`src/rtl/drcd_pkg.sv`:
```
package drcd_pkg;

    typedef enum logic [1:0] {
        RC_SPACER  = 2'b00,
        RC_ZERO    = 2'b01,
        RC_ONE     = 2'b10,
        RC_ILLEGAL = 2'b11
    } rail_code_e;

    typedef struct packed {
        logic has_value;
        logic illegal;
    } bit_status_t;

    typedef enum logic [1:0] {
        MERGE_HOLD  = 2'b00,
        MERGE_SET   = 2'b01,
        MERGE_CLEAR = 2'b10
    } merge_cmd_e;

    function automatic rail_code_e pack_code(input logic r_true, input logic r_false);
        return rail_code_e'({r_true, r_false});
    endfunction

    function automatic bit_status_t classify(input rail_code_e code);
        bit_status_t s;
        s.has_value = (code != RC_SPACER);
        s.illegal   = (code == RC_ILLEGAL);
        return s;
    endfunction

endpackage

```
`src/rtl/drcd_bit_scan.sv`:
```
module drcd_bit_scan
    import drcd_pkg::*;
#(
    parameter int WIDTH = 8
) (
    input  logic [WIDTH-1:0] rail_t,
    input  logic [WIDTH-1:0] rail_f,
    output logic [WIDTH-1:0] has_value,
    output logic [WIDTH-1:0] illegal
);
    for (genvar i = 0; i < WIDTH; i++) begin : g_bit
        rail_code_e  code;
        bit_status_t stat;
        always_comb begin
            code         = pack_code(rail_t[i], rail_f[i]);
            stat         = classify(code);
            has_value[i] = stat.has_value;
            illegal[i]   = stat.illegal;
        end
    end
endmodule

```
`src/rtl/drcd_merge.sv`:
```
module drcd_merge
    import drcd_pkg::*;
#(
    parameter int WIDTH = 8
) (
    input  logic [WIDTH-1:0] has_value,
    output merge_cmd_e       cmd
);
    logic all_set;
    logic any_set;

    always_comb begin
        all_set = &has_value;
        any_set = |has_value;
        if (all_set)
            cmd = MERGE_SET;
        else if (!any_set)
            cmd = MERGE_CLEAR;
        else
            cmd = MERGE_HOLD;
    end
endmodule

```
`src/rtl/drcd_state.sv`:
```
module drcd_state
    import drcd_pkg::*;
(
    input  logic       clk,
    input  logic       rst,
    input  merge_cmd_e cmd,
    output logic       state_q,
    output logic       rise_q,
    output logic       fall_q
);
    logic state_d;

    always_comb begin
        case (cmd)
            MERGE_SET:   state_d = 1'b1;
            MERGE_CLEAR: state_d = 1'b0;
            default:     state_d = state_q;
        endcase
    end

    always_ff @(posedge clk) begin
        if (rst) begin
            state_q <= 1'b0;
            rise_q  <= 1'b0;
            fall_q  <= 1'b0;
        end else begin
            state_q <= state_d;
            rise_q  <= state_d & ~state_q;
            fall_q  <= ~state_d & state_q;
        end
    end
endmodule

```
`src/rtl/drcd_detector.sv`:
```
module drcd_detector
    import drcd_pkg::*;
#(
    parameter int WIDTH = 8
) (
    input  logic             clk,
    input  logic             rst,
    input  logic [WIDTH-1:0] rail_t,
    input  logic [WIDTH-1:0] rail_f,
    output logic             done,
    output logic             done_rise,
    output logic             done_fall,
    output logic             code_err
);
    logic [WIDTH-1:0] has_value;
    logic [WIDTH-1:0] illegal;
    merge_cmd_e       cmd;

    drcd_bit_scan #(.WIDTH(WIDTH)) scan_i (
        .rail_t    (rail_t),
        .rail_f    (rail_f),
        .has_value (has_value),
        .illegal   (illegal)
    );

    drcd_merge #(.WIDTH(WIDTH)) merge_i (
        .has_value (has_value),
        .cmd       (cmd)
    );

    drcd_state state_i (
        .clk     (clk),
        .rst     (rst),
        .cmd     (cmd),
        .state_q (done),
        .rise_q  (done_rise),
        .fall_q  (done_fall)
    );

    assign code_err = |illegal;
endmodule

```
`config.mk`:
```
export PLATFORM = sky130hd
export DESIGN_NAME = drcd_detector
export DESIGN_NICKNAME = d
export VERILOG_FILES = /design/src/rtl/drcd_pkg.sv /design/src/rtl/drcd_bit_scan.sv /design/src/rtl/drcd_merge.sv /design/src/rtl/drcd_state.sv /design/src/rtl/drcd_detector.sv
export SDC_FILE = /design/constraint.sdc
export NUM_CORES = 1
export LEC_CHECK = 0
export BUFFER_PORTS_ARGS = -buffer_cell sky130_fd_sc_hd__buf_4
export CAP_MARGIN = 20
export CORE_AREA = 5 5 42 44
export CTS_CLUSTER_DIAMETER = 80
export DETAILED_ROUTE_END_ITERATION = 12
export DIE_AREA = 0 0 47 49
export GPL_ROUTABILITY_DRIVEN = 0
export GPL_TIMING_DRIVEN = 0
export PLACE_DENSITY = 0.4
export SLEW_MARGIN = 20
export SYNTH_ARGS = -nofsm -noshare
export SYNTH_HDL_FRONTEND = slang
export SYNTH_SLANG_ARGS = --single-unit
```
`constraint.sdc`:
```
create_clock -name clk -period 1.6 [get_ports clk]
set_input_delay 0.32 -clock clk [delete_from_list [all_inputs] [get_ports clk]]
set_output_delay 0.32 -clock clk [all_outputs]
set_load 0.1 [all_outputs]
```
Word level (Yosys, flattened, before mapping) --
Cells that the tools add are included.
Cells by class: reductions and logical operators 11, muxes and demuxes 3, equality and inequality tests 10, bitwise logic cells 4
Operators with widths (number):
- equality test 2 bit (second input constant) | 9
- nonzero test 2 bit | 8
- OR reduction 8 bit | 2
- AND reduction 8 bit | 1
- 2-to-1 mux 2 bit | 2
- AND 1 bit | 2
- equality test 2 x 1 -> 1 bit (second input constant) | 1
- inverter 1 bit | 2
- one-hot mux 1 bit (2 select lines) | 1
Word-level totals: register bits 3, word-level logic and storage cells 31

Logic depth before layout (Yosys ltp) --
depth after elaboration 8, gate-level depth with buffers 3, depth with buffers taken out 3

Modules after synthesis --
A second synthesis with hierarchy kept.
Unflattened totals: cells, all modules 35, area total of the unflattened synthesis 276.5 sq um
By module, submodules not included:
- drcd_bit_scan | cells an instance 16, area each 110.1 sq um, times used 1, sequential area each 0.0 sq um
- drcd_state | cells an instance 9, area each 107.6 sq um, times used 1, sequential area each 60.1 sq um
- drcd_merge | cells an instance 7, area each 42.5 sq um, times used 1, sequential area each 0.0 sq um
- drcd_detector | cells an instance 3, area each 16.3 sq um, times used 1, sequential area each 0.0 sq um

Worst setup path after synthesis --
OpenSTA, ideal clock, no wires.
path type input to output, start point input rail_f[7], end point output code_err, slack -128 ps, data arrival time 1408 ps, cell stages on the path 2, cell sequence a22oi_1 nand4_1
On the way: word-level cells in the longest chain between the ends 2
RTL lines:
- start: declaration | RTL line drcd_detector.sv:9 | input logic [WIDTH-1:0] rail_f,
- equality test 2 bit | RTL line drcd_pkg.sv:28 | s.illegal = (code == RC_ILLEGAL);
- OR reduction 8 bit | RTL line drcd_detector.sv:40 | assign code_err = |illegal;
- end: declaration | RTL line drcd_detector.sv:13 | output logic code_err
No other way between the ends.

Final worst setup path --
Same ends and word-level chain as after synthesis.

==> flow_summary.json <==
{
  "outcome": "completed",
  "overflow": 0,
  "synth_nets": 41,
  "worst_hold_slack_ns": 0.274,
  "clk_pin_slew_worst_paths_ns": 0.04,
  "final_nets": 67,
  "die_area_sq_um": 2300,
  "portBuffers": 21,
  "synth_area_sq_um": 204,
  "antenna_left": 0,
  "clock_skew_ns": 0.000195,
  "vias": 315,
  "dr.first_iter.drc_count": 4,
  "finalCriticalPeriod_ns": 1.31,
  "initial_core_util_pct": 14.6,
  "routed_wl_microns": 824,
  "yosysWarnings": 0,
  "htreeDepth": 1,
  "fp.dieW_microns": 47,
  "final_cell_mix": "21 x buf_4, 4 x nor4_1, 3 x a22oi_2, 3 x clkbuf_4, 3 x dfxtp_1",
  "cp_max_fo": 3,
  "max_stage_delay_ns": 0.25,
  "drc": 0,
  "finalSetupViolations": 0,
  "n_antenna_cell": 0,
  "hold_violations": 0,
  "cts_root_buf": "clkbuf_4",
  "fin_cells": 64,
  "wl_per_cell_microns": 12.9,
  "cts_made_buffers": 3,
  "cp_top_family": "buffers and inverters",
  "fin_crit_sh_pct": 81.6,
  "syn_to_final_growth_pct": 107,
  "fp-row-count": 14,
  "hold_path_class": "in2reg",
  "crit_top_cell": "buf_4",
  "syn_inst": 23,
  "cts.repair.resized": 0,
  "ys_ff_latch": 3,
  "cp.required_ns": 1.28,
  "track_usage_pct": 8.37,
  "dp_cells": 60,
  "peakVddDrop_mv": 0.191,
  "antenna_found_initial": 0,
  "final.fill_count": 157,
  "cts.sink_count": 3,
  "core_sq_um": 1400,
  "p_per_area_nw_per_um2": 755,
  "postCtsSetupBuffers": 0,
  "endpoint_kind": "primary output",
  "ios": 22,
  "dr.pass1.iters": 4,
  "critical_path_arrival_ns": 0.99,
  "syn_area_per_cell_sq_um": 8.87,
  "critPathBufInv": 2,
  "grt_pass1_wl_microns": 1370,
  "layout_commonest_cell": "buf_4",
  "tightest_slew_ns": 0.342,
  "die_y_microns": 49,
  "cts_tree": "built",
  "rsz0062_at_grt": "false",
  "worstSetupStartpointType": "primary input",
  "ys_seq_area_share_pct": 29.4,
  "dp_hpwl_microns": 736,
  "final_layout_size_suffix_gt1_share_pct": 62.5,
  "relSlewSlack_pct": 76.9,
  "fmax_mhz": 766,
  "path_class": "in2out",
  "yosysUniqueCellTypes": 14,
  "grt_pass1_vias": 353,
  "cts-root-to-sink-buffers": 2,
  "hold_buffers": 0,
  "vias_per_cell": 4.92,
  "slew_violations": 0,
  "slowest_stage": "buf_4",
  "cap_viol_max_count": 0,
  "cp_cell_sequence": "buf_4 > a22oi_1 > nand4_1 > buf_4",
  "p_leak_uw": 0.000174,
  "worstSkewPairLatency_ns": 0.23,
  "grt_max_degree": 4
}
==> power breakdown <==
group / switching [uW] / internal [uW] / total, uW
combinational: 61.7 / 47.4 / 109
clock: 36.8 / 93.3 / 130
sequential: 1.97 / 78.0 / 79.9
total: 100 / 219 / 319
==> area by class of cell <==
class | instances | area, sq um | area share (%)
Sequential cell | 3 | 60.1 | 14.2
Multi-Input combinational cell | 19 | 155 | 36.7
Timing Repair Buffer | 21 | 158 | 37.3
Tap cell | 16 | 20.0 | 4.73
Inverter | 1 | 3.75 | 0.888
Clock buffer | 4 | 26.3 | 6.21
==> through the flow <==
stage	total power, uW	setup TNS (ns)	instance area, sq um	worst slack (ns)	utilization (%)
final	319	0	423	0.294	30.2
after global routing	344	0	423	0.248	30.2
after CTS	328	0	423	0.291	30.2
after detailed placement	190	0	397	0.298	28.3
after global placement	188	0	397	0.299	28.3
after floorplan	133	-0.117	219	-0.117	-
==> path summary, 6_finish.rpt <==
kind,startpoint,end,slack (ns),cells after the start
worst min-delay path,rst,state_i.fall_q$_SDFF_PP0_,0.27,2
worst max register to register,state_i.state_q$_SDFF_PP0_,state_i.state_q$_SDFF_PP0_,0.81,2
worst max-delay path,rail_f[7],code_err,0.29,4
worst min register to register,state_i.state_q$_SDFF_PP0_,state_i.rise_q$_SDFF_PP0_,0.46,1
==> kinds of logic (layout without fill, tap and decap cells) <==
kind of cell | Yosys count | count (layout) | synth area share (%)
AND/OR/NAND/NOR | 10 | 10 | 36.8
buffers and inverters | 1 | 26 | 1.84
flip-flops | 3 | 3 | 29.4
AO/OA/AOI/OAI | 9 | 9 | 31.9
==> per-layer routing <==
metal / up-vias / track usage, % / routed length, microns
met5: - / 0 / 0
met4: 0 / 4.15 / 0
met3: 0 / 4.06 / 122
met2: 22 / 12.2 / 387
met1: 141 / 9.85 / 314
li1: 152 / - / -
==> sequential cells by signal, indices dropped and copies added (netlist names) <==
signal / cells
state_i.rise_q: 1
state_i.fall_q: 1
state_i.state_q: 1
==> synthesized netlist by cell type, drive strengths merged <==
library cell	number	share of area (%)
a22oi	4	15
and4	1	4.3
dfxtp	3	29
inv	1	1.8
nand4	1	3.1
nor2	1	3.1
nor3	1	4.9
nor3b	1	3.7
nor4	4	12
o21ai	1	2.5
o22a	1	4.3
o22ai	2	6.1
o32ai	1	4.3
or4	1	5.5
Note: power is estimated with default switching activity, not from simulation.
